$ cat src/rtl/wl_pkg.sv
package wl_pkg;

    localparam int FINE_W   = 6;
    localparam int COARSE_W = 3;
    localparam logic [FINE_W-1:0] FINE_TOP = {FINE_W{1'b1}};

    typedef struct packed {
        logic [COARSE_W-1:0] coarse;
        logic [FINE_W-1:0]   fine;
    } tap_pos_t;

    typedef enum logic [2:0] {
        ST_IDLE   = 3'd0,
        ST_SETTLE = 3'd1,
        ST_SAMPLE = 3'd2,
        ST_EVAL   = 3'd3,
        ST_STEP   = 3'd4,
        ST_NEXT   = 3'd5,
        ST_DONE   = 3'd6,
        ST_FAIL   = 3'd7
    } wl_state_e;

    function automatic logic is_resting(wl_state_e s);
        return (s == ST_IDLE) || (s == ST_DONE) || (s == ST_FAIL);
    endfunction

    function automatic tap_pos_t tap_advance(tap_pos_t p, logic coarse_step);
        tap_pos_t n;
        if (coarse_step) begin
            n.coarse = p.coarse + 1'b1;
            n.fine   = '0;
        end else begin
            n.coarse = p.coarse;
            n.fine   = p.fine + 1'b1;
        end
        return n;
    endfunction

endpackage

$ cat src/rtl/wl_settle_timer.sv
module wl_settle_timer #(
    parameter int SETTLE_CYC = 8
) (
    input  logic clk,
    input  logic rst,
    input  logic run,
    output logic expired
);
    localparam int CW = $clog2(SETTLE_CYC + 1);
    localparam logic [CW-1:0] LAST = CW'(SETTLE_CYC - 1);

    logic [CW-1:0] cnt;

    always_ff @(posedge clk) begin
        if (rst || !run) begin
            cnt <= '0;
        end else if (cnt != LAST) begin
            cnt <= cnt + 1'b1;
        end
    end

    assign expired = run && (cnt == LAST);
endmodule

$ cat src/rtl/wl_fb_filter.sv
module wl_fb_filter #(
    parameter int NUM_SAMPLES = 4
) (
    input  logic clk,
    input  logic rst,
    input  logic clr,
    input  logic en,
    input  logic din,
    output logic last,
    output logic stable,
    output logic level
);
    localparam int CW = $clog2(NUM_SAMPLES + 1);
    localparam logic [CW-1:0] LAST_IDX = CW'(NUM_SAMPLES - 1);

    logic [CW-1:0] cnt;
    logic          seen0;
    logic          seen1;

    always_ff @(posedge clk) begin
        if (rst || clr) begin
            cnt   <= '0;
            seen0 <= 1'b0;
            seen1 <= 1'b0;
        end else if (en) begin
            cnt   <= cnt + 1'b1;
            seen0 <= seen0 | ~din;
            seen1 <= seen1 | din;
        end
    end

    assign last   = en && (cnt == LAST_IDX);
    assign stable = seen0 ^ seen1;
    assign level  = seen1;
endmodule

$ cat src/rtl/wl_tap_bank.sv
module wl_tap_bank
    import wl_pkg::*;
#(
    parameter int NUM_GROUPS = 4,
    parameter int GRP_W      = 2
) (
    input  logic             clk,
    input  logic             rst,
    input  logic             clr,
    input  logic             wr_en,
    input  logic [GRP_W-1:0] wr_grp,
    input  tap_pos_t         wr_tap,
    input  logic [GRP_W-1:0] rd_grp,
    output tap_pos_t         rd_tap
);
    tap_pos_t rec [NUM_GROUPS];

    for (genvar g = 0; g < NUM_GROUPS; g++) begin : g_rec
        always_ff @(posedge clk) begin
            if (rst || clr) begin
                rec[g] <= '0;
            end else if (wr_en && (wr_grp == GRP_W'(g))) begin
                rec[g] <= wr_tap;
            end
        end
    end

    always_comb begin
        rd_tap = '0;
        for (int g = 0; g < NUM_GROUPS; g++) begin
            if (rd_grp == GRP_W'(g)) rd_tap = rec[g];
        end
    end
endmodule

$ cat src/rtl/wl_cal_ctrl.sv
module wl_cal_ctrl
    import wl_pkg::*;
#(
    parameter int NUM_GROUPS  = 4,
    parameter int SETTLE_CYC  = 8,
    parameter int NUM_SAMPLES = 4,
    parameter int COARSE_MAX  = 7,
    localparam int GRP_W = (NUM_GROUPS > 1) ? $clog2(NUM_GROUPS) : 1
) (
    input  logic                clk,
    input  logic                rst,
    input  logic                cal_req,
    input  logic                tap_inc_ack,
    input  logic                dq_fb,
    input  logic [GRP_W-1:0]    rd_grp,
    output logic                tap_inc_req,
    output logic                tap_coarse,
    output logic                wl_started,
    output logic                wl_done,
    output logic                wl_err,
    output logic [2:0]          wl_state,
    output logic [GRP_W-1:0]    cur_grp,
    output logic                win_valid,
    output logic                edge_found,
    output logic [FINE_W-1:0]   rd_fine,
    output logic [COARSE_W-1:0] rd_coarse
);
    localparam logic [GRP_W-1:0]    LAST_GRP = GRP_W'(NUM_GROUPS - 1);
    localparam logic [COARSE_W-1:0] CTOP     = COARSE_W'(COARSE_MAX);

    wl_state_e        state;
    tap_pos_t         tap;
    logic             step_coarse;
    logic             prev_zero;
    logic [GRP_W-1:0] grp;
    logic             started_q, done_q, err_q, found_q;

    logic     settle_exp;
    logic     samp_last, samp_stable, samp_level;
    logic     start_ok;
    logic     hit;
    tap_pos_t rd_tap;

    assign start_ok = is_resting(state) && cal_req;
    assign hit      = (state == ST_EVAL) && samp_stable && samp_level && prev_zero;

    wl_settle_timer #(.SETTLE_CYC(SETTLE_CYC)) u_settle (
        .clk     (clk),
        .rst     (rst),
        .run     (state == ST_SETTLE),
        .expired (settle_exp)
    );

    wl_fb_filter #(.NUM_SAMPLES(NUM_SAMPLES)) u_filter (
        .clk    (clk),
        .rst    (rst),
        .clr    (state == ST_SETTLE),
        .en     (state == ST_SAMPLE),
        .din    (dq_fb),
        .last   (samp_last),
        .stable (samp_stable),
        .level  (samp_level)
    );

    wl_tap_bank #(.NUM_GROUPS(NUM_GROUPS), .GRP_W(GRP_W)) u_bank (
        .clk    (clk),
        .rst    (rst),
        .clr    (start_ok),
        .wr_en  (hit),
        .wr_grp (grp),
        .wr_tap (tap),
        .rd_grp (rd_grp),
        .rd_tap (rd_tap)
    );

    always_ff @(posedge clk) begin
        if (rst) begin
            state       <= ST_IDLE;
            tap         <= '0;
            step_coarse <= 1'b0;
            prev_zero   <= 1'b0;
            grp         <= '0;
            started_q   <= 1'b0;
            done_q      <= 1'b0;
            err_q       <= 1'b0;
            found_q     <= 1'b0;
        end else begin
            case (state)
                ST_IDLE, ST_DONE, ST_FAIL: begin
                    if (cal_req) begin
                        state     <= ST_SETTLE;
                        tap       <= '0;
                        prev_zero <= 1'b0;
                        grp       <= '0;
                        started_q <= 1'b1;
                        done_q    <= 1'b0;
                        err_q     <= 1'b0;
                        found_q   <= 1'b0;
                    end
                end
                ST_SETTLE: begin
                    if (settle_exp) state <= ST_SAMPLE;
                end
                ST_SAMPLE: begin
                    if (samp_last) state <= ST_EVAL;
                end
                ST_EVAL: begin
                    if (hit) begin
                        found_q <= 1'b1;
                        state   <= ST_NEXT;
                    end else begin
                        prev_zero <= samp_stable && !samp_level;
                        if (tap.fine == FINE_TOP) begin
                            if (tap.coarse == CTOP) begin
                                err_q <= 1'b1;
                                state <= ST_FAIL;
                            end else begin
                                step_coarse <= 1'b1;
                                state       <= ST_STEP;
                            end
                        end else begin
                            step_coarse <= 1'b0;
                            state       <= ST_STEP;
                        end
                    end
                end
                ST_STEP: begin
                    if (tap_inc_ack) begin
                        tap   <= tap_advance(tap, step_coarse);
                        state <= ST_SETTLE;
                    end
                end
                ST_NEXT: begin
                    if (grp == LAST_GRP) begin
                        done_q <= 1'b1;
                        state  <= ST_DONE;
                    end else begin
                        grp       <= grp + 1'b1;
                        tap       <= '0;
                        prev_zero <= 1'b0;
                        found_q   <= 1'b0;
                        state     <= ST_SETTLE;
                    end
                end
                default: state <= ST_IDLE;
            endcase
        end
    end

    assign tap_inc_req = (state == ST_STEP);
    assign tap_coarse  = step_coarse;
    assign wl_started  = started_q;
    assign wl_done     = done_q;
    assign wl_err      = err_q;
    assign wl_state    = state;
    assign cur_grp     = grp;
    assign win_valid   = (state == ST_SAMPLE);
    assign edge_found  = found_q;
    assign rd_fine     = rd_tap.fine;
    assign rd_coarse   = rd_tap.coarse;
endmodule

$ cat config.mk
export PLATFORM = sky130hd
export DESIGN_NAME = wl_cal_ctrl
export DESIGN_NICKNAME = d
export VERILOG_FILES = /design/src/rtl/wl_pkg.sv /design/src/rtl/wl_settle_timer.sv /design/src/rtl/wl_fb_filter.sv /design/src/rtl/wl_tap_bank.sv /design/src/rtl/wl_cal_ctrl.sv
export SDC_FILE = /design/constraint.sdc
export NUM_CORES = 1
export LEC_CHECK = 0
export BUFFER_PORTS_ARGS = -buffer_cell sky130_fd_sc_hd__buf_2
export CAP_MARGIN = 40
export CORE_AREA = 2 2 120 75
export CTS_CLUSTER_DIAMETER = 60
export DETAILED_ROUTE_END_ITERATION = 16
export DIE_AREA = 0 0 122 77
export GPL_ROUTABILITY_DRIVEN = 0
export MAX_ROUTING_LAYER = met4
export PLACE_DENSITY = 0.63
export SLEW_MARGIN = 20
export SYNTH_ARGS = -nofsm -noshare
export SYNTH_HDL_FRONTEND = slang
export SYNTH_SLANG_ARGS = --single-unit
$ cat constraint.sdc
create_clock -name clk -period 2.21 [get_ports clk]
set_input_delay 0.1105 -clock clk [delete_from_list [all_inputs] [get_ports clk]]
set_output_delay 0.1105 -clock clk [all_outputs]
set_load 0.01 [all_outputs]
After elaboration in Yosys (flattened, before gate mapping)
Memory sizes are Yosys's and may differ from the RTL's.
Index checks and enable logic that the tools add are counted.
{ "word_totals": {"wordCells": 148, "register_bits": 29, "input_bits": 7, "out_inout_bits": 21, "memories": 1, "mem_bits_rw": 36} }
{ "mem_list": {"columns": ["name", "depth", "width", "read_ports", "rd_clocked_by_memory_dff", "wr", "line", "rtl"], "rows": [
  ["u_bank.rec", 4, 9, 4, 0, 4, "wl_tap_bank.sv:16", "tap_pos_t rec [NUM_GROUPS];"]
]} }
{ "op_classes": {"n_reduce_logical": 36, "addsub": 5, "eq_ne": 30, "bitwise_logic": 9, "n_mux": 53} }
{ "ops": {"columns": ["operator", "count"], "rows": [
  ["2-to-1 mux 9 bit", 12],
  ["case mux 9 bit (3 select lines)", 1],
  ["2-to-1 mux 1 bit", 24],
  ["2-to-1 mux 3 bit", 7],
  ["case mux 3 bit (6 select lines)", 1],
  ["!= test 2 bit (second input constant)", 8],
  ["AND reduction 4 bit", 4],
  ["== test 3 bit (second input constant)", 5],
  ["logical AND 1 bit", 11],
  ["AND reduction 5 bit", 2],
  ["== test 3 x 2 -> 1 bit (second input constant)", 3],
  ["AND reduction 3 bit", 3],
  ["== test 2 bit (second input constant)", 4],
  ["!= test 2 x 1 -> 1 bit (second input constant)", 4],
  ["adder 3 x 1 -> 3 bit (second input constant)", 2],
  ["adder 6 x 1 -> 6 bit (second input constant)", 1],
  ["== test 6 bit (second input constant)", 1],
  ["2-to-1 mux 2 bit", 3],
  ["OR 1 bit", 6],
  ["case mux 1 bit (3 select lines)", 2],
  ["nonzero test 3 bit", 2],
  ["logical OR 1 bit", 5],
  ["adder 4 x 1 -> 4 bit (second input constant)", 1],
  ["== test 2 x 1 -> 1 bit (second input constant)", 2],
  ["14 further kinds", 19]
]} }

Logic depth before layout (Yosys ltp)
Gate-level depths: netlist of the first run.
{ "logic_depth": {"word_depth": 9, "mapped_depth": 7, "ltp_nobuf": 6} }

Modules after synthesis
A second synthesis of the first run with hierarchy kept.
{ "unflattened": {"hier_cells": 289, "area_unflattened_um2": 3206.8} }
{ "by_module_without_submodules": {"columns": ["mod", "seq_area_each_um2", "cells_per_inst", "n_inst", "area_each_um2"], "rows": [
  ["wl_tap_bank", 1081.0, 105, 1, 1607.8],
  ["wl_cal_ctrl", 400.4, 142, 1, 1156.1],
  ["wl_fb_filter", 100.1, 22, 1, 232.7],
  ["wl_settle_timer", 80.1, 20, 1, 210.2]
]} }

Worst setup path before layout of the first run
OpenSTA, ideal clock, no wires.
{ "synth_path": {"kind": "reg2reg", "startpoint": "register u_filter.seen1 (netlist: u_filter.level)", "endpoint": "memory u_bank.rec[0][0] in the netlist's numbering, enable pin", "path_stages_with_launch": 7, "arrival_ns": 1.536, "path_buffers": 0, "slack_ns": 0.340, "setup_time_ns": 0.334, "required_time_ns": 1.876, "synth_period_minus_slack_ns": 1.870, "cell_sequence": "dfxtp_1 inv_1 ha_1 nand3b_1 nor3_2 nand2_1 nand2_1"} }
{ "synth_lines": {"columns": ["element", "line", "rtl"], "rows": [
  ["start, declared", "wl_fb_filter.sv:18", "logic seen1;"],
  ["start signal, assigned", "wl_fb_filter.sv:28", "seen1 <= seen1 | din;"],
  ["end, declared", "wl_tap_bank.sv:16", null]
]} }

==> results of run 1 <==
[metal layers]
layer	up-vias	GRT usage	part of all wire
li1	1154	-	-
met1	1132	0.258	0.51
met2	58	0.224	0.41
met3	7	0.0565	0.070
met4	0	0.0552	0.013
met5	-	-	0
[worst max-delay path, cell delays in order (launching register included)]
cell and delay (ps):
dfxtp_1 380, inv_1 60, ha_1 290, nand3b_1 240, nor3_2 190, buf_4 170, nand2_1 60, nand2_1 280
[registers in the layout, indices dropped and copies added, names as in the netlist]
register,count
wl_err,1
u_bank.rec,36
cur_grp,2
u_filter.level,1
wl_started,1
tap,9
u_settle.cnt,4
tap_coarse,1
wl_state,3
edge_found,1
wl_done,1
u_filter.seen0,1
u_filter.cnt,3
prev_zero,1
[path summary, 6_finish.rpt]
check,end,slack [ps]
setup / recovery,u_bank.rec[2][6]$_SDFFCE_PN0P_,190
hold / removal,wl_done$_SDFFE_PP0P_,150
setup reg to reg,u_bank.rec[2][6]$_SDFFCE_PN0P_,190
hold reg to reg,wl_started$_SDFFE_PP0P_,450
[synthesized netlist by cell type (all sizes together), types with 2 or more instances]
| cell type | number |
|---|---|
| dfxtp | 29 |
| o32ai | 4 |
| inv | 13 |
| a22oi | 6 |
| mux4 | 9 |
| a21o | 2 |
| edfxtp | 36 |
| nor2b | 6 |
| nor2 | 18 |
| nand2 | 26 |
| a31oi | 2 |
| or4 | 4 |
| nand3 | 14 |
| a21oi | 16 |
| ha | 11 |
| or2 | 3 |
| o21ai | 8 |
| o21bai | 2 |
| nor3 | 5 |
| nor3b | 2 |
| and3b | 2 |
| nor4b | 2 |
| mux2i | 2 |
| buf | 11 |
| nand3b | 3 |
| o211ai | 2 |
| nand2b | 3 |
| clkbuf | 4 |
| and2 | 38 |
| and3 | 4 |
[placed cells by master, fill, tap and decap left out, types with 6 or more instances in the layout]
cell       netlist  routed
a21oi_1         15      15
a22oi_1          6       6
and2_1          38      38
buf_2            9      27
buf_4            0       7
clkbuf_16        0       9
dfxtp_1         29      29
edfxtp_1        36      36
ha_1            11      11
inv_1           13      13
mux4_2           9       9
nand2_1         26      24
nand3_1         14      14
nor2_1          18      18
nor2b_1          6       6
o21ai_0          6       6
[kinds of logic (layout without fill, tap and decap cells)]
family / after synthesis / count (layout) / synth area share
AOI/OAI and AO/OA: 50 / 50 / 0.104
xor gates and xnor gates: 2 / 2 / 0.00539
DFF: 65 / 65 / 0.511
and+or+nand+nor: 133 / 133 / 0.231
buffers and inverters: 28 / 64 / 0.0381
adders and majority gates: 11 / 11 / 0.0423
muxes: 11 / 11 / 0.0685
[power groups by stage]
stage                     logic [mW]  registers (mW)  clock network [mW]
after floorplan                0.108            1.35                   0
after global placement         0.161            1.36                   0
after detailed placement       0.162            1.36                   0
after CTS                      0.163            1.34                1.56
after global routing           0.178            1.34                1.61
final                          0.163            1.34                1.53
[timing repair]
item                       4_1_cts  5_1_grt
setup endpoints to repair        0       18
buffers inserted                 0        0
resized for setup                0        2
[final cells by class]
cell class / count / area, µm² / share of cell area
Clock buffer: 11 / 243 / 0.0630
Inverter: 13 / 48.8 / 0.0127
Multi-Input combinational cell: 207 / 1470 / 0.382
Clock inverter: 5 / 80.1 / 0.0208
Tap cell: 112 / 140 / 0.0364
Timing Repair Buffer: 35 / 208 / 0.0539
Sequential cell: 65 / 1660 / 0.431
==> metrics.md, run 1 <==
| Metric | Value |
|---|---|
| Status | `complete, no violations` |
| CTS Buf Count | `9` |
| RSZ-0062 raised after global routing | `no` |
| Total Wirelength | `7.26 mm` |
| Layout cells sized above 1 | `0.208` |
| Gate power share | `0.054` |
| Setup Viol. Count Final | `0` |
| Nets | `349` |
| Synth area leaders | `edfxtp_1 (33%), dfxtp_1 (18%), and2_1 (7.3%), mux4_2 (6.2%), ha_1 (4.2%)` |
| Clock Root Buffer | `clkbuf_16` |
| Mapped Nets | `approximately 320` |
| Vias | `2351` |
| DIE AREA | `9390 µm²` |
| Clk buf depth | `2` |
| Crit end category | `flop` |
| I/O pin cnt | `28` |
| WL/cell | `16.2 µm` |
| Clock Skew | `5.29 ps` |
| Inst Count DP | `432` |
| Area after DPL | `3530 µm²` |
| CTS sink cnt | `65` |
| WHS Path Cells | `4` |
| Pwr per Cell Area | `about 790 nW/µm²` |
| Setup tns final | `0 ps` |
| # rows | `26` |
| CP required | `2210 ps` |
| Number of port buffers | `27` |
| # fillers | `between 800 and 900` |
| Flops & latches, synth | `65` |
| Die X | `122 µm` |
| Final period demand of the worst path | `2020 ps` |
| Dpl ws | `~150 ps` |
| # diodes | `0` |
| Starting Density | `0.392` |
| First-pass GRT wire length | `11.7 mm` |
| Power share of the sequential group | `0.441` |
| CP arrival | `2020 ps` |
| Worst Tran Pin Value | `501 ps` |
| Dpl hpwl | `5.15 mm` |
| Total number of yosys warnings | `0` |
| Antenna Nets Post-Route | `0` |
| R2r startpoint | `u_filter.level$_SDFFE_PP0P_` |
| Kind of critical path | `reg2reg` |
| Yosys top cell area share | `0.332` |
| Final Max Tran Viols | `0` |
| CP startpoint kind | `flop` |
| DR iter-0 viols | `around 160` |
| Internal power | `2.40 mW` |
| Synth Area per Inst | `between 10 and 15 µm²` |
| Synth cell types | `50` |
| DRT Pass-1 Iters | `4` |
| Ys flop type | `edfxtp_1` |
| Clock Power Share | `0.505` |
| Crit path max fanout | `9` |
| Mapped Area | `3250 µm²` |
| Number of vias per cell | `approximately 5.2` |
| Maximum VDD drop | `around 470 µV` |
| Post-synth EDFFs | `36` |
| Hold WC Path Type | `in2reg` |
| Util after Layout | `0.465` |
| Fin area | `roughly 3900 µm²` |
| Largest net degree at the start of global routing | `26` |
| Worst Setup SP | `u_filter.level$_SDFFE_PP0P_` |
| Initial antenna violation count | `0` |
| Layout area overhead | `18.5%` |
| Slew margin rel. | `0.666` |
| Net Sw Power | `~0.63 mW` |
| Max Fclk | `approximately 0.5 GHz` |
| Post-synth ARST share | `0` |
| Switching part of the total | `0.208` |
| Hold buffers post-CTS | `0` |
| Tot Pwr | `3.03 mW` |
| Clock-pin slew on the worst setup and hold paths | `50 ps` |
| Synth area leader | `edfxtp_1` |
| Core ar. | `8300 µm²` |
| Later-pin clock latency in the skew report | `approximately 340 ps` |
| WHS | `150 ps` |
| Gr ovfl total | `0` |
| Register area share after synthesis | `0.511` |
| Remaining routing DRC violations | `0` |
| Number of global-route vias before repair | `2145` |
| Max-cap violation count | `0` |
| Final Non-Filler Cells | `448` |
| Worst Reg-to-Reg Cells | `7` |
| Tcrit/Tclk final | `0.915` |
| Die H | `about 77 µm` |
| CTS tree | `yes` |
| Leakage dissipation | `roughly 1.5 nW` |
| Syn Inst Count | `300` |
| Fin worst setup slack | `187 ps` |
| Tot GR Track Use | `0.175` |
| Hold wc startpoint | `cal_req` |
| Final number of hold-violating endpoints | `0` |
| H-tree lvl count | `3` |
Power figures use the tool's default switching activity.
==> run 2: changes to the inputs <==
--- a/config.mk
+++ b/config.mk
@@ -12,7 +12,6 @@
 export DETAILED_ROUTE_END_ITERATION = 16
 export DIE_AREA = 0 0 122 77
 export GPL_ROUTABILITY_DRIVEN = 0
-export MAX_ROUTING_LAYER = met4
 export PLACE_DENSITY = 0.63
 export SLEW_MARGIN = 20
 export SYNTH_ARGS = -nofsm -noshare
==> constraint.sdc (replaced) <==
create_clock -name clk -period 2.51 [get_ports clk]
set_input_delay 0.1255 -clock clk [delete_from_list [all_inputs] [get_ports clk]]
set_output_delay 0.1255 -clock clk [all_outputs]
set_load 0.01 [all_outputs]
==> metrics.md, run 2 (synthesis gave the netlist of run 1 again) <==
| Metric | Value |
|---|---|
| Status | `complete, no violations` |
| Setup tns final | `0 ps` |
| Slowest Stage Delay on Critical Path | `460 ps` |
| Crit end category | `flop` |
| CTS sink cnt | `between 60 and 70` |
| Gr ovfl total | `0` |
| Starting Density | `0.392` |
| Most frequent cells in the layout | `and2_1 (38), edfxtp_1 (36), dfxtp_1 (29)` |
| Later-pin clock latency in the skew report | `330 ps` |
| Max-cap violation count | `0` |
| CP Cell Sequence | `inv_1 > ha_1 > nand3b_1 > nor3_2 > nand2_1 > nand2_1` |
| Setup Viol. Count Final | `0` |
| Total Wirelength | `7.25 mm` |
| DRT Pass-1 Iters | `5` |
| Layout cells sized above 1 | `0.181` |
| DIE AREA | `9390 µm²` |
| WHS Path Cells | `3` |
| WHS Endpoint | `tap[2]$_SDFFE_PP0P_` |
| WL/cell | `16.3 µm` |
| CP startpoint kind | `flop` |
| Post-CTS setup buffer count | `0` |
| Tot GR Track Use | `0.168` |
| Clk buf depth | `2` |
| Max Fclk | `0.453 GHz` |
| Pwr per Cell Area | `641 nW/µm²` |
| Largest regs | `u_bank.rec (36), tap (9), u_settle.cnt (4)` |
| DR iter-0 viols | `189` |
| Kind of critical path | `reg2reg` |
| Clock-pin slew on the worst setup and hold paths | `50 ps` |
| RSZ-0062 raised after global routing | `no` |
| Vias | `~2300` |
| Tot Pwr | `2.40 mW` |
| Max stage delay cell, worst path | `nor3_2` |
| Hold buffers post-CTS | `0` |
| Worst Reg-to-Reg Cells | `6` |
| Core ar. | `8300 µm²` |
| I/O pin cnt | `28` |
| CTS tree | `yes` |
| Max FFs per register | `36` |
| Maximum VDD drop | `301 µV` |
| Worst Tran Pin Value | `545 ps` |
| FF-to-FF End | `u_bank.rec[0][3]$_SDFFCE_PN0P_` |
| Hold WC Path Type | `in2reg` |
| Largest net degree at the start of global routing | `26` |
| Die H | `77 µm` |
| CP arrival | `2190 ps` |
| Tcrit/Tclk final | `0.879` |
| Initial antenna violation count | `0` |
| # diodes | `0` |
| Final period demand of the worst path | `2210 ps` |
| Most common cell after layout, fill and taps aside | `and2_1` |
| Final Max Tran Viols | `0` |
| Nets | `345` |
| Dpl hpwl | `5.22 mm` |
| Post-CTS Resized | `0` |
| Number of global-route vias before repair | `roughly 2100` |
| H-tree lvl count | `3` |
| Layout area overhead | `15.0%` |
| Crit path max fanout | `9` |
| # fillers | `786` |
| Top reg by flops | `u_bank.rec` |
| CTS Buf Count | `9` |
| Crit-path most repeated cell | `nand2_1` |
| Util after Layout | `0.451` |
| CP required | `between 2000 and 2500 ps` |
| Remaining routing DRC violations | `0` |
| Clock Root Buffer | `clkbuf_16` |
| First-pass GRT wire length | `approximately 12 mm` |
| Hold wc startpoint | `tap_inc_ack` |
| Die X | `122 µm` |
| # rows | `26` |
| Clock Skew | `6.33 ps` |
| Antenna Nets Post-Route | `0` |
| Final number of hold-violating endpoints | `0` |
| Leakage dissipation | `around 1.4 nW` |
| Reg2reg setup slack | `between 300 and 400 ps` |
| R2r startpoint | `u_filter.level$_SDFFE_PP0P_` |
| Number of vias per cell | `5.21` |
| Slew margin rel. | `0.636` |
| Number of port buffers | `27` |
## run 2: cell types whose count changed in the layout (fill, tap and decap cells not counted)
| cell | delta |
|---|---|
| buf_4 | -3 |
| clkbuf_8 | -1 |
| clkinvlp_4 | -1 |
| nand2_1 | +2 |
| clkinv_1 | +3 |
| nand2_2 | -2 |
| bufinv_16 | -2 |
| clkbuf_1 | +1 |
| buf_12 | -1 |
## run 2: worst max-delay path by stage
| stage | startpoint | endpoint |
|---|---|---|
| finish | u_filter.level$_SDFFE_PP0P_ | u_bank.rec[0][3]$_SDFFCE_PN0P_ |
| global route | u_filter.level$_SDFFE_PP0P_ | u_bank.rec[0][2]$_SDFFCE_PN0P_ |
| CTS | u_filter.level$_SDFFE_PP0P_ | u_bank.rec[0][0]$_SDFFCE_PN0P_ |
| detailed placement | u_filter.level$_SDFFE_PP0P_ | u_bank.rec[0][1]$_SDFFCE_PN0P_ |
| global placement | u_filter.level$_SDFFE_PP0P_ | u_bank.rec[1][2]$_SDFFCE_PN0P_ |
| floorplan | u_filter.level$_SDFFE_PP0P_ | u_bank.rec[0][0]$_SDFFCE_PN0P_ |
## run 2: final cells by class
class	count	area [µm²]	share of cell area
tap	112	140	0.0375
clock buffer	11	233	0.0622
timing repair buffer	31	165	0.0442
clock inverter	5	23.8	0.00636
sequential	65	1660	0.444
inverter	13	48.8	0.0130
multi-input combinational	207	1470	0.392
## run 2: layer usage
layer | global-route usage | vias to the layer above | part of all wire
met3 | 0.0632 | 2 | 0.052
li1 | - | 1140 | -
met4 | 0.0414 | 0 | 0.0037
met1 | 0.267 | 1116 | 0.55
met2 | 0.208 | 57 | 0.39
met5 | 0 | - | 0
## run 2: power by group
group / switching, mW / total, mW / internal [mW]
Sequential: 0.0208 / 1.18 / 1.16
Clock: 0.428 / 1.08 / 0.655
Combinational: 0.0802 / 0.134 / 0.0540
## run 2: per-stage QoR
step,setup WS [ps],area [µm²],std cells,hold slack (ps)
4_1_cts,298,3740,444,150
6_report,304,3740,444,168
3_3_place_gp,389,3480,428,432
2_1_floorplan,640,3250,300,313
3_5_place_dp,312,3480,428,436
5_1_grt,16.2,3740,444,180
## run 2: critical path: cells and delay by family (launching register included)
family / cells / cell delay, ps
flops: 1 / 390
simple gates: 4 / 1100
buf+inv: 1 / 60
fa+ha+maj: 1 / 290
==> run 3: changes to the inputs <==
--- a/config.mk
+++ b/config.mk
@@ -7,13 +7,14 @@
 export LEC_CHECK = 0
 export BUFFER_PORTS_ARGS = -buffer_cell sky130_fd_sc_hd__buf_2
 export CAP_MARGIN = 40
-export CORE_AREA = 2 2 120 75
+export CORE_AREA = 2 2 119 75
 export CTS_CLUSTER_DIAMETER = 60
 export DETAILED_ROUTE_END_ITERATION = 16
-export DIE_AREA = 0 0 122 77
+export DIE_AREA = 0 0 121 77
 export GPL_ROUTABILITY_DRIVEN = 0
-export PLACE_DENSITY = 0.63
+export PLACE_DENSITY = 0.62
 export SLEW_MARGIN = 20
 export SYNTH_ARGS = -nofsm -noshare
 export SYNTH_HDL_FRONTEND = slang
+export SYNTH_HIERARCHICAL = 1
 export SYNTH_SLANG_ARGS = --single-unit
==> metrics.md, run 3 <==
| Metric | Value |
|---|---|
| Final number of hold-violating endpoints | `0` |
| CTS tree | `yes` |
| Number of vias per cell | `5.29` |
| Flops & latches, synth | `65` |
| Most frequent cells in the layout | `nor2_1 (54), edfxtp_1 (36), dfxtp_1 (29)` |
| Worst Tran Pin Value | `615 ps` |
| Power share of the sequential group | `0.448` |
| Die H | `77 µm` |
| Reg2reg setup slack | `500 ps` |
| FF-to-FF End | `u_bank/rec[1][4]$_SDFFCE_PN0P_` |
| Synth area leaders | `edfxtp_1 (34%), dfxtp_1 (18%), nor2_1 (6.3%), mux4_2 (4.9%), nand4bb_1 (3.5%)` |
| Worst Reg-to-Reg Cells | `5` |
| Crit path max fanout | `20` |
| Setup tns final | `0 ps` |
| DR iter-0 viols | `237` |
| Status | `complete, no violations` |
| # fillers | `763` |
| Ys flop type | `edfxtp_1` |
| Net Sw Power | `0.532 mW` |
| Clock Skew | `~2.1 ps` |
| Util after Layout | `0.460` |
| # rows | `26` |
| Met1 usage | `0.234` |
| Synth area leader | `edfxtp_1` |
| Clock Power Share | `0.488` |
| Clock-pin slew on the worst setup and hold paths | `50 ps` |
| Max Fclk | `between 0.4 and 0.5 GHz` |
| Max-cap violation count | `0` |
| WL/cell | `16.6 µm` |
| CP startpoint kind | `flop` |
| # diodes | `0` |
| Number of global-route vias before repair | `2226` |
| Synth Area per Inst | `11.1 µm²` |
| Crit end category | `flop` |
| Gate power share | `0.064` |
| Mapped Nets | `303` |
| Vias | `2333` |
| Syn Inst Count | `289` |
| Pwr per Cell Area | `about 690 nW/µm²` |
| Register area share after synthesis | `0.518` |
| Die X | `approximately 120 µm` |
| WHS Endpoint | `u_filter/seen0$_SDFFE_PP0P_` |
| Synth cell types | `53` |
| CP required | `~2600 ps` |
| DIE AREA | `slightly above 9000 µm²` |
| Tot GR Track Use | `0.167` |
| Tcrit/Tclk final | `0.802` |
| Met3 Use GR | `0.0536` |
| I/O pin cnt | `28` |
| R2r startpoint | `wl_state[2]$_SDFFE_PP0P_` |
| Maximum VDD drop | `330 µV` |
| Most common cell after layout, fill and taps aside | `nor2_1` |
| Remaining routing DRC violations | `0` |
| Yosys top cell area share | `0.337` |
| Starting Density | `0.390` |
| Post-synth EDFFs | `36` |
| H-tree lvl count | `3` |
| Largest net degree at the start of global routing | `31` |
| Gr ovfl total | `0` |
| WHS Path Cells | `3` |
| RSZ-0062 raised after global routing | `no` |
| Layout area overhead | `18.0%` |
| Most used routing layer in global routing | `met2` |
| DRT Pass-1 Iters | `4` |
| Mapped Area | `3210 µm²` |
| Hold buffers post-CTS | `0` |
| Post-CTS setup buffer count | `0` |
| Antenna Nets Post-Route | `0` |
| Max FFs per register | `36` |
| Number of port buffers | `27` |
| Largest regs | `u_bank/rec (36), tap (9), u_settle/cnt (4)` |
| Final period demand of the worst path | `2010 ps` |
| Clock Root Buffer | `clkbuf_16` |
| Hold WC Path Type | `in2reg` |
| Post-CTS Resized | `0` |
| Core ar. | `8230 µm²` |
| CTS Buf Count | `9` |
| Count leader, synth | `nor2_1` |
| Kind of critical path | `reg2reg` |
| Nets | `339` |
| Inst Count DP | `426` |
| Total number of yosys warnings | `6` |
| First-pass GRT wire length | `11.8 mm` |
| WHS | `127 ps` |
| Layout cells sized above 1 | `0.204` |
| GRT met2 Usage | `0.247` |
| CTS sink cnt | `65` |
| Switching part of the total | `0.203` |
| Later-pin clock latency in the skew report | `330 ps` |
| Internal power | `2.09 mW` |
| Slew margin rel. | `0.590` |
| Final Non-Filler Cells | `approximately 440` |
| Dpl hpwl | `5.06 mm` |
| Final Max Tran Viols | `0` |
| Initial antenna violation count | `0` |
| Total Wirelength | `7.30 mm` |
| Clk buf depth | `2` |
| Hold wc startpoint | `dq_fb` |
| Post-synth top cells | `nor2_1 (54), edfxtp_1 (36), dfxtp_1 (29)` |
| Setup Viol. Count Final | `0` |
| Post-synth ARST share | `0` |
| CP arrival | `between 2000 and 2500 ps` |
| Top reg by flops | `u_bank/rec` |
| Leakage dissipation | `between 1 and 1.5 nW` |
## run 3: cell count changes in the layout (fill, tap and decap cells not counted), sizes merged, moves of 4 or more
cell / before / now
nor2: 18 / 55
and2: 38 / 2
nand4bb: 0 / 10
nand2b: 3 / 7
nand2: 26 / 9
or4: 4 / 0
a22oi: 6 / 0
mux2i: 2 / 8
ha: 11 / 7
buf: 31 / 39
## run 3: area by class of cell
| cell class | count | area, µm² | area share |
|---|---|---|---|
| multi-input cells | 197 | 1410 | 0.372 |
| repair buffers | 39 | 225 | 0.0595 |
| clock inverters | 5 | 71.3 | 0.0188 |
| inverters | 13 | 48.8 | 0.0129 |
| well taps | 112 | 140 | 0.0370 |
| clock buffers | 10 | 229 | 0.0605 |
| flip-flops and latches | 65 | 1660 | 0.439 |
## run 3: metal layers
layer	vias up	routed length [µm]
li1	1142	-
met1	1125	3430
met2	60	3270
met3	6	554
met4	0	52
met5	-	0
## run 3: critical path, stage by stage (launching register included)
cell,delay (ps)
dfxtp_1,500
or4b_4,620
nand2_1,110
nor2_1,80
o21ai_0,170
buf_4,230
## run 3: power groups by stage
stage | Sequential [mW] | Combinational [mW] | Clock (mW)
4_1_cts | 1.18 | 0.168 | 1.30
6_report | 1.17 | 0.167 | 1.28
3_3_place_gp | 1.19 | 0.165 | 0
2_1_floorplan | 1.19 | 0.105 | 0
5_1_grt | 1.18 | 0.181 | 1.34
3_5_place_dp | 1.20 | 0.167 | 0
## run 3: through the flow
step	worst slack, ps	total power, mW	area [µm²]
after global routing	293	2.70	3780
after detailed placement	541	1.36	3480
final	498	2.62	3780
after global placement	578	1.36	3480
after CTS	521	2.64	3780
after floorplan	134	1.30	3210
## run 3: worst max path at each step
stage,start,end,slack [ps],cells past startpoint
finish,wl_state[2]$_SDFFE_PP0P_,u_bank/rec[1][4]$_SDFFCE_PN0P_,500,5
global route,wl_state[2]$_SDFFE_PP0P_,tap[0]$_SDFFE_PP0P_,290,4
CTS,wl_state[2]$_SDFFE_PP0P_,u_bank/rec[1][6]$_SDFFCE_PN0P_,520,5
detailed placement,wl_state[2]$_SDFFE_PP0P_,u_bank/rec[1][6]$_SDFFCE_PN0P_,540,5
global placement,wl_state[2]$_SDFFE_PP0P_,u_bank/rec[1][6]$_SDFFCE_PN0P_,580,5
floorplan,wl_state[1]$_SDFFE_PP0P_,u_bank/rec[3][0]$_SDFFCE_PN0P_,130,5
## run 3: cell families after synthesis
kind of cell | after synthesis | share of synthesized area
simple gates | 131 | 0.231
xor+xnor | 2 | 0.00546
buf+inv | 27 | 0.0425
mux | 17 | 0.0905
flops | 65 | 0.518
fa+ha+maj | 7 | 0.0273
compound gates | 40 | 0.0847
